==> src/rtl/i2c_tgt_pkg.sv <==
package i2c_tgt_pkg;
  localparam int BYTE_W = 8;
  localparam int ADDR_W = 10;
  localparam int CNT_W  = $clog2(BYTE_W + 1);

  typedef enum logic [2:0] {
    PH_IDLE,
    PH_RXB,
    PH_ACK,
    PH_TXB,
    PH_MACK
  } phase_t;

  typedef enum logic [1:0] {
    K_ADDR1,
    K_ADDR2,
    K_DATA
  } kind_t;
endpackage

==> src/rtl/i2c_tgt_sync.sv <==
module i2c_tgt_sync #(
  parameter int STAGES = 2
) (
  input  logic clk,
  input  logic rst,
  input  logic scl_i,
  input  logic sda_i,
  output logic scl_s,
  output logic sda_s,
  output logic scl_rise,
  output logic scl_fall,
  output logic start_det,
  output logic stop_det
);
  logic [STAGES-1:0] scl_c;
  logic [STAGES-1:0] sda_c;
  logic              scl_d;
  logic              sda_d;

  generate
    for (genvar g = 0; g < STAGES; g++) begin : g_stage
      always_ff @(posedge clk) begin
        if (rst) begin
          scl_c[g] <= 1'b1;
          sda_c[g] <= 1'b1;
        end else if (g == 0) begin
          scl_c[g] <= scl_i;
          sda_c[g] <= sda_i;
        end else begin
          scl_c[g] <= scl_c[(g > 0) ? g - 1 : 0];
          sda_c[g] <= sda_c[(g > 0) ? g - 1 : 0];
        end
      end
    end
  endgenerate

  always_ff @(posedge clk) begin
    if (rst) begin
      scl_d <= 1'b1;
      sda_d <= 1'b1;
    end else begin
      scl_d <= scl_c[STAGES-1];
      sda_d <= sda_c[STAGES-1];
    end
  end

  assign scl_s     = scl_c[STAGES-1];
  assign sda_s     = sda_c[STAGES-1];
  assign scl_rise  = scl_s & ~scl_d;
  assign scl_fall  = ~scl_s & scl_d;
  assign start_det = scl_s & scl_d & sda_d & ~sda_s;
  assign stop_det  = scl_s & scl_d & ~sda_d & sda_s;
endmodule

==> src/rtl/i2c_tgt_match.sv <==
module i2c_tgt_match
  import i2c_tgt_pkg::*;
(
  input  logic [BYTE_W-1:0] byte_in,
  input  kind_t             kind,
  input  logic [ADDR_W-1:0] own_addr,
  input  logic              addr10,
  input  logic              gc_en,
  input  logic              ten_ok,
  output logic              hit,
  output logic              want2,
  output logic              is_gc,
  output logic              is_rd
);
  localparam logic [4:0] HDR10 = 5'b11110;

  always_comb begin
    hit   = 1'b0;
    want2 = 1'b0;
    is_gc = 1'b0;
    is_rd = 1'b0;
    case (kind)
      K_ADDR1: begin
        if (gc_en && byte_in == '0) begin
          hit   = 1'b1;
          is_gc = 1'b1;
        end else if (!addr10) begin
          hit   = (byte_in[7:1] == own_addr[6:0]);
          is_rd = byte_in[0];
        end else if (byte_in[7:3] == HDR10 && byte_in[2:1] == own_addr[9:8]) begin
          if (!byte_in[0]) begin
            hit   = 1'b1;
            want2 = 1'b1;
          end else begin
            hit   = ten_ok;
            is_rd = 1'b1;
          end
        end
      end
      K_ADDR2: hit = (byte_in == own_addr[7:0]);
      default: ;
    endcase
  end
endmodule

==> src/rtl/i2c_tgt.sv <==
module i2c_tgt
  import i2c_tgt_pkg::*;
#(
  parameter int SYNC_STAGES = 2
) (
  input  logic              clk,
  input  logic              rst,
  input  logic              scl_i,
  input  logic              sda_i,
  output logic              sda_oe,
  input  logic [ADDR_W-1:0] cfg_own_addr,
  input  logic              cfg_addr10,
  input  logic              cfg_gc_en,
  input  logic              cfg_ack_en,
  output logic [BYTE_W-1:0] rx_data,
  output logic              rx_valid,
  input  logic              rx_ready,
  input  logic [BYTE_W-1:0] tx_data,
  input  logic              tx_valid,
  output logic              tx_ready,
  output logic              st_busy,
  output logic              st_addressed,
  output logic              st_read,
  output logic              st_gc
);
  logic scl_s, sda_s, scl_rise, scl_fall, start_det, stop_det;

  i2c_tgt_sync #(.STAGES(SYNC_STAGES)) u_sync (
    .clk(clk), .rst(rst), .scl_i(scl_i), .sda_i(sda_i),
    .scl_s(scl_s), .sda_s(sda_s), .scl_rise(scl_rise), .scl_fall(scl_fall),
    .start_det(start_det), .stop_det(stop_det)
  );

  phase_t            phase;
  kind_t             kind;
  logic [CNT_W-1:0]  cnt;
  logic [BYTE_W-1:0] sh;
  logic [BYTE_W-1:0] txsh;
  logic              ten_ok;
  logic              mack;
  logic              m_hit, m_want2, m_gc, m_rd;
  logic [BYTE_W-1:0] tx_pick;

  i2c_tgt_match u_match (
    .byte_in(sh), .kind(kind), .own_addr(cfg_own_addr), .addr10(cfg_addr10),
    .gc_en(cfg_gc_en), .ten_ok(ten_ok),
    .hit(m_hit), .want2(m_want2), .is_gc(m_gc), .is_rd(m_rd)
  );

  always_comb tx_pick = tx_valid ? tx_data : {BYTE_W{1'b1}};

  always_ff @(posedge clk) begin
    if (rst) begin
      phase        <= PH_IDLE;
      kind         <= K_ADDR1;
      cnt          <= '0;
      sh           <= '0;
      txsh         <= '0;
      ten_ok       <= 1'b0;
      mack         <= 1'b0;
      sda_oe       <= 1'b0;
      rx_data      <= '0;
      rx_valid     <= 1'b0;
      tx_ready     <= 1'b0;
      st_busy      <= 1'b0;
      st_addressed <= 1'b0;
      st_read      <= 1'b0;
      st_gc        <= 1'b0;
    end else begin
      tx_ready <= 1'b0;
      if (rx_valid && rx_ready) rx_valid <= 1'b0;
      if (start_det) begin
        phase        <= PH_RXB;
        kind         <= K_ADDR1;
        cnt          <= '0;
        sda_oe       <= 1'b0;
        st_busy      <= 1'b1;
        st_addressed <= 1'b0;
        st_read      <= 1'b0;
        st_gc        <= 1'b0;
      end else if (stop_det) begin
        phase        <= PH_IDLE;
        sda_oe       <= 1'b0;
        ten_ok       <= 1'b0;
        st_busy      <= 1'b0;
        st_addressed <= 1'b0;
        st_read      <= 1'b0;
        st_gc        <= 1'b0;
      end else begin
        case (phase)
          PH_RXB: begin
            if (scl_rise) begin
              sh  <= {sh[BYTE_W-2:0], sda_s};
              cnt <= cnt + 1'b1;
            end else if (scl_fall && cnt == CNT_W'(BYTE_W)) begin
              case (kind)
                K_ADDR1: begin
                  if (!(m_hit && m_rd)) ten_ok <= 1'b0;
                  if (m_hit) begin
                    phase        <= PH_ACK;
                    sda_oe       <= cfg_ack_en;
                    st_addressed <= !m_want2;
                    st_read      <= m_rd;
                    st_gc        <= m_gc;
                    kind         <= m_want2 ? K_ADDR2 : K_DATA;
                  end else begin
                    phase <= PH_IDLE;
                  end
                end
                K_ADDR2: begin
                  if (m_hit) begin
                    phase        <= PH_ACK;
                    sda_oe       <= cfg_ack_en;
                    st_addressed <= 1'b1;
                    ten_ok       <= 1'b1;
                    kind         <= K_DATA;
                  end else begin
                    phase <= PH_IDLE;
                  end
                end
                default: begin
                  phase <= PH_ACK;
                  if (!rx_valid) begin
                    rx_data  <= sh;
                    rx_valid <= 1'b1;
                    sda_oe   <= cfg_ack_en;
                  end
                end
              endcase
            end
          end
          PH_ACK: begin
            if (scl_fall) begin
              cnt <= '0;
              if (kind == K_DATA && st_read) begin
                phase    <= PH_TXB;
                txsh     <= tx_pick;
                sda_oe   <= ~tx_pick[BYTE_W-1];
                tx_ready <= tx_valid;
                cnt      <= CNT_W'(1);
              end else begin
                phase  <= PH_RXB;
                sda_oe <= 1'b0;
              end
            end
          end
          PH_TXB: begin
            if (scl_fall) begin
              if (cnt == CNT_W'(BYTE_W)) begin
                sda_oe <= 1'b0;
                phase  <= PH_MACK;
              end else begin
                txsh   <= {txsh[BYTE_W-2:0], 1'b0};
                sda_oe <= ~txsh[BYTE_W-2];
                cnt    <= cnt + 1'b1;
              end
            end
          end
          PH_MACK: begin
            if (scl_rise) begin
              mack <= ~sda_s;
            end else if (scl_fall) begin
              if (mack) begin
                phase    <= PH_TXB;
                txsh     <= tx_pick;
                sda_oe   <= ~tx_pick[BYTE_W-1];
                tx_ready <= tx_valid;
                cnt      <= CNT_W'(1);
              end else begin
                phase <= PH_IDLE;
              end
            end
          end
          default: ;
        endcase
      end
    end
  end

  // the data line moves only while the clock line is low
  a_r10_oe_scl_low: assert property (@(posedge clk) disable iff (rst)
    !$stable(sda_oe) |-> !scl_s);

  // an unread byte and its valid flag are held
  a_r6_rx_hold: assert property (@(posedge clk) disable iff (rst)
    (rx_valid && !rx_ready) |=> (rx_valid && $stable(rx_data)));

  // STOP returns the block to idle
  a_r9_stop_idle: assert property (@(posedge clk) disable iff (rst)
    stop_det |=> (!st_busy && !st_addressed && !sda_oe));

  // never pulls the line outside a transfer
  a_r9_idle_released: assert property (@(posedge clk) disable iff (rst)
    !st_busy |-> !sda_oe);

  // bytes are only taken when addressed for reading
  a_r7_txready_read: assert property (@(posedge clk) disable iff (rst)
    tx_ready |-> (st_read && st_addressed));
endmodule

==> config.mk <==
export PLATFORM = sky130hd
export DESIGN_NAME = i2c_tgt
export DESIGN_NICKNAME = d
export VERILOG_FILES = /design/src/rtl/i2c_tgt_pkg.sv /design/src/rtl/i2c_tgt_sync.sv /design/src/rtl/i2c_tgt_match.sv /design/src/rtl/i2c_tgt.sv
export SDC_FILE = /design/constraint.sdc
export NUM_CORES = 1
export LEC_CHECK = 0
export BUFFER_PORTS_ARGS = -buffer_cell sky130_fd_sc_hd__buf_2
export CAP_MARGIN = 20
export CORE_MARGIN = 2
export CORE_UTILIZATION = 40
export CTS_BUF_LIST = sky130_fd_sc_hd__clkbuf_2
export CTS_CLUSTER_SIZE = 16
export DETAILED_ROUTE_END_ITERATION = 7
export SETUP_SLACK_MARGIN = 0.1
export SLEW_MARGIN = 10
export SYNTH_ARGS = -nofsm -noshare
export SYNTH_HDL_FRONTEND = slang
export SYNTH_SLANG_ARGS = --single-unit
export TNS_END_PERCENT = 30
==> constraint.sdc <==
create_clock -name clk -period 2.5 [get_ports clk]
set_input_delay 0.125 -clock clk [delete_from_list [all_inputs] [get_ports clk]]
set_output_delay 0.125 -clock clk [all_outputs]
set_load 0.01 [all_outputs]
# Word-level counts from Yosys, hierarchy flattened
# Index checks and enable logic that the tools add are counted.
[classes]
add_sub_neg = 1
n_eq_ne = 36
reduce_logical = 32
bitwise = 18
muxes = 90
[op_table]
columns = ["cell", "n"]
rows = [
  ["$mux 1", 52],
  ["$mux 7", 7],
  ["$mux 4", 7],
  ["$ne 4x4->1 const B", 7],
  ["$ne 2x2->1 const B", 13],
  ["$mux 3", 8],
  ["$pmux 7 s3", 1],
  ["$reduce_and 7->1", 3],
  ["$reduce_and 10->1", 2],
  ["$pmux 4 s4", 1],
  ["$reduce_and 8->1", 2],
  ["$mux 2", 6],
  ["$ne 3x3->1 const B", 4],
  ["$pmux 3 s4", 1],
  ["$not 1->1", 11],
  ["$reduce_and 9->1", 1],
  ["$eq 8x8->1", 1],
  ["$logic_not 8->1", 1],
  ["$mux 8", 1],
  ["$pmux 1 s2", 4],
  ["$reduce_and 4->1", 2],
  ["$reduce_bool 2->1", 4],
  ["$and 1x1->1", 7],
  ["$eq 7x7->1", 1],
  ["other kinds (22)", 30],
]
[word_totals]
inputBits = 27
word_cells = 199
ff_bits = 47
out_inout_bits = 15

# Longest topological paths before layout
[depth]
word_depth = 13
mapped_depth = 9
ltp_nobuf = 8

# Modules after synthesis
# From an unflattened synthesis, not the netlist that was laid out.
[hier_totals]
hier_cells = 302
hier_area_um2 = 2716.4
[by_module_without_submodules]
columns = ["mod", "area_each_um2", "seq_area_each_um2", "instances", "cells_each"]
rows = [
  ["i2c_tgt", 2237.1, 820.8, 1, 248],
  ["i2c_tgt_match", 289.0, 0.0, 1, 38],
  ["i2c_tgt_sync", 190.2, 120.1, 1, 16],
]

# Worst setup path before layout
# No wires, ideal clock.
[synth_path]
path_type = "register to register"
start = "reg cnt[0]"
end = "reg cnt[3]"
arrival_ns = 2.209
period_less_slack_ns = 2.278
path_stages_with_launch = 10
path_buffers = 1
t_required_ns = 2.430
setup_time_ns = 0.070
setup_slack_ns = 0.222
path_cell_list = "dfxtp_1 > inv_1 > ha_1 > and3b_1 > a31oi_2 > o21ai_2 > or3_1 > buf_2 > or4_1 > a21oi_1"
[synth_between]
elab_chain_cells = 4
word_cells_on_any_way = 8
classes_between = "1 x add/sub; 2 x eq/ne; 4 x mux; 1 x reduce/logical"
[synth_lines]
columns = ["element", "line_no", "rtl"]
rows = [
  ["start, declared", "i2c_tgt.sv:36", "logic [CNT_W-1:0] cnt;"],
  ["start signal, assigned", "i2c_tgt.sv:94", "cnt <= cnt + 1'b1;"],
  ["start signal, assigned", "i2c_tgt.sv:155", "cnt <= cnt + 1'b1;"],
  ["$add 4x1->4", "i2c_tgt.sv:94, i2c_tgt.sv:155", ""],
  ["$mux 4", "i2c_tgt.sv:149", "if (cnt == CNT_W'(BYTE_W)) begin"],
  ["$mux 4", "i2c_tgt.sv:148", "if (scl_fall) begin"],
  ["$pmux 4 s4", "i2c_tgt.sv:90", "case (phase)"],
]
# Parallel ways exist; a longest one is shown, timed or not. The select of a mux whose other input is x is not followed.
# A chain may end at the register's enable or synchronous reset.

# Worst setup path after layout
[layout_path]
start = "reg phase[1]"
end = "reg txsh[3]"
[layout_between]
elab_chain_cells = 3
word_cells_on_any_way = 13
classes_between = "10 x eq/ne; 1 x mux; 2 x reduce/logical"
[layout_lines]
columns = ["element", "line_no", "rtl"]
rows = [
  ["start, declared", "i2c_tgt.sv:34", "phase_t phase;"],
  ["start signal, assigned", "i2c_tgt.sv:54", "phase <= PH_IDLE;"],
  ["start signal, assigned", "i2c_tgt.sv:73", "phase <= PH_RXB;"],
  ["start signal, assigned", "i2c_tgt.sv:82", "phase <= PH_IDLE;"],
  ["$eq 3x2->1 or $eq 3x3->1 (tied branches)", "i2c_tgt.sv:90", ""],
  ["$ne 2x2->1 (no line) or $reduce_bool 3->1 (tied branches)", "n/a", ""],
  ["$reduce_and 10->1 (no line)", "n/a", ""],
  ["end signal, assigned", "i2c_tgt.sv:137", "txsh <= tx_pick;"],
  ["end signal, assigned", "i2c_tgt.sv:153", "txsh <= {txsh[BYTE_W-2:0], 1'b0};"],
  ["end signal, assigned", "i2c_tgt.sv:165", "txsh <= tx_pick;"],
  ["end, declared", "i2c_tgt.sv:38", "logic [BYTE_W-1:0] txsh;"],
]
# Parallel ways exist; a longest one is shown, timed or not.

==> flow_summary.yaml <==
outcome:
  status: "complete, no violations"
setup_path:
  worstSetupEndpointType: "flop"
  crit_fanout: 13
  cp_slowest_cell: "dfxtp_1"
  cp.required_ns: 2.83
  critPathArrivalTime_ns: 2.62
  path_class: "reg2reg"
  path_cells: "nor2b_4, nand2_1, a2111oi_4, buf_4, mux2i_1, nor2_1"
  start_kind: "flop"
  critPathMaxStageDelay_ns: 0.64
  critical_path.top_delay_family: "simple AND/OR/NAND/NOR gates"
  path_buf_inv: 1
drt:
  drc: 0
  routed_via_density: 5.261
  drtPass1Iterations: 4
  ant_nets: 0
  drt_first_iter_violations: 147
  routedWlPerCell_um: 13.32
  num_vias: 2294
  wl_um: 5809
sta:
  hold_viol: 0
  period_needed_ns: 2.291
  rsz0062_at_grt: "yes"
  maxSlewViolCount: 0
  setup_ws_ns: 0.2090
  worst_pin_slew_ns: 0.5820
  finalCritPeriodShare_pct: 91.64
  fin_skew_ns: 0.02476
  setup_viol: 0
  slew_headroom_pct: 61.20
  tns_ns: 0
  fmax_mhz: 436.5
synth:
  async_reset_ff_share_pct: 0
  synth_edf_count: 0
  yosys_warnings: 0
  seq_area_frac_synth_pct: 36.45
  synthFlopType: "dfxtp_1"
  synth_nets: 347
  postSynthCellCount: 318
  synth_cell_types: 54
  ys_seq_elements: 47
  synth_area_um2: 2581
  syn_avg_cell_area_um2: 8.117
layout:
  nNetsFinal: 387
  syn_to_final_growth_pct: 14.88
  fin_area_um2: 2965
  drive_gt1_share_pct: 22.01
  n_antenna_cell: 0
  num-fill-cells: 660
  fin_util_pct: 47.24
placed_design:
  dpl.hpwl_um: 4308
  pre_cts_ws_ns: 0.1003
  io_buffer_count: 41
  dpl_cell_area_um2: 2853
  gp_congestion: 0.8300
power_and_ir_drop:
  ir_drop_uv: 218.3
  leakage_nw: 1.257
  powerDensity_nw_per_um2: 412.3
grt:
  grt.overflow.total: 0
  grt_pass1_wl_um: 9508
  grt_pass1_vias: 1989
  antenna_found_initial: 0
  grt_usage_pct: 16.10
  grt_max_degree: 35
job:
  maxCapViolations: 0
floorplanning:
  initial_utilization_pct: 41.12
  dieWidth_um: 84.33
  dieArea_um2: 7112
  pin_count: 42
  placementRows: 29
  fp.coreArea_um2: 6277
  die_h_um: 84.33
clocking:
  insertion_delay_ns: 0.44
  clk_transition_reported_paths_ns: 0.26
  clockBufferDepth: 2
  cts_tree: "yes"
  cts-root-buf: "clkbuf_2"
  htreeDepth: 2
  numCtsBuffers: 5
  clock-sinks: 47
worst_hold_path:
  hp-class: "in2reg"
==> cells in the final DEF, fill, tap and decap left out, types with 8 or more instances in the layout <==
| cell | netlist | layout |
|---|---|---|
| mux2i_1 | 15 | 15 |
| nor2_1 | 30 | 30 |
| buf_4 | 2 | 11 |
| nand3_1 | 20 | 20 |
| xor2_1 | 17 | 17 |
| or2_2 | 8 | 8 |
| dfxtp_1 | 47 | 45 |
| inv_1 | 10 | 10 |
| buf_2 | 6 | 41 |
| a21oi_1 | 23 | 23 |
| o21ai_0 | 16 | 16 |
| nand2_1 | 33 | 33 |
==> timing repair <==
action,CTS,global route
hold buffers,5,0
cloned,0,0
endpoints found under the hold margin,5,0
gates resized for setup,1,3
endpoints found under the setup margin,2,4
setup buffers,0,0
==> Yosys cell counts (all sizes together) (2+ instances only) <==
cell     count  area [um2]
nor2        30       112.6
a2bb2oi      2       17.52
a21o         2       15.01
nor4bb       2       20.02
buf         10       60.05
clkbuf      14       52.55
xor2        17       148.9
mux2i       15       150.1
dfxtp       47       940.9
or3          3       18.77
nor3b        4       35.03
o211ai       2       15.01
nor3         6       30.03
ha           2       25.02
inv         10       37.54
nor4         6       37.54
nand2b       3       18.77
nand3b       2       15.01
a31oi        5       37.53
o31a         2       17.52
a22o         2       17.52
nand3       20       100.1
and3         2       12.51
a21oi       24       131.4
or2          8       50.05
o21ai       17       88.84
or4          3       22.52
nor2b        6       45.04
o21a         2       15.01
nand2       33       123.9
a211oi       2       15.01
==> report_power, final <==
part           leakage [nW]  internal [mW]  switching [mW]
Combinational         0.845         0.0445          0.0569
Sequential            0.381          0.757         0.00393
Clock                0.0315         0.0802           0.280
Total                  1.26          0.882           0.341
==> cells by family (layout without fill, tap and decap cells) <==
| kind of cell | count (synthesis) | after routing | synth area share (%) |
|---|---|---|---|
| AO/OA/AOI/OAI | 68 | 68 | 17.89 |
| XOR/XNOR | 17 | 17 | 5.768 |
| adder cells (fa/ha/maj) | 2 | 2 | 0.9693 |
| buffers and inverters | 34 | 75 | 5.817 |
| flip-flops | 47 | 47 | 36.45 |
| multiplexers | 15 | 15 | 5.817 |
| AND/OR/NAND/NOR | 135 | 135 | 27.29 |
==> layer usage <==
layer / up-vias / part of all wire [%] / wire length [um] / global-route usage [%]
li1: 1192 / - / - / -
met1: 1063 / 50 / 2892 / 22.96
met2: 35 / 46 / 2675 / 25.32
met3: 4 / 3.2 / 186 / 2.655
met4: 0 / 0.95 / 55 / 4.329
met5: - / 0 / 0 / 0
==> sequential cells by signal (all words and copies together), names as in the netlist, 2 cells and up <==
name     flops
sh           8
cnt          4
txsh         7
rx_data      8
kind         2
phase        3
==> tightest hold or removal path: cells and delay by family <==
kind / cells / cell delay [ns]
AO/OA/AOI/OAI: 1 / 0.06
AND/OR/NAND/NOR: 2 / 0.13
buffers and inverters: 1 / 0.07
multiplexers: 1 / 0.06
==> final cells by class <==
class	count	area, um2	area share, %
clock buffer	5	25.02	0.8439
clock inverter	3	27.53	0.9283
inverter	10	37.54	1.266
multi-input combinational	237	1495	50.42
sequential	47	945.9	31.90
tap	77	96.34	3.249
timing repair buffer	57	337.8	11.39
==> worst paths after layout <==
kind                        start      endpoint  slack (ns)  cells after the start
setup / recovery         phase[1]       txsh[3]        0.21                      6
hold / removal         tx_data[4]       txsh[4]        0.03                      5
setup reg to reg         phase[1]       txsh[3]        0.21                      6
hold reg to reg   u_sync.scl_c[0]  u_sync.scl_s        0.45                      1
==> through the flow <==
step | hold slack (ns) | cells | total power [mW]
CTS | 0.01543 | 436 | 1.238
floorplan | 0.2288 | 318 | 0.8302
detailed placement | 0.3095 | 423 | 0.8713
finish | 0.03348 | 436 | 1.223
global placement | 0.3079 | 423 | 0.8711
global route | 0.01853 | 436 | 1.280
No activity file was read; power rests on OpenSTA's default activity.
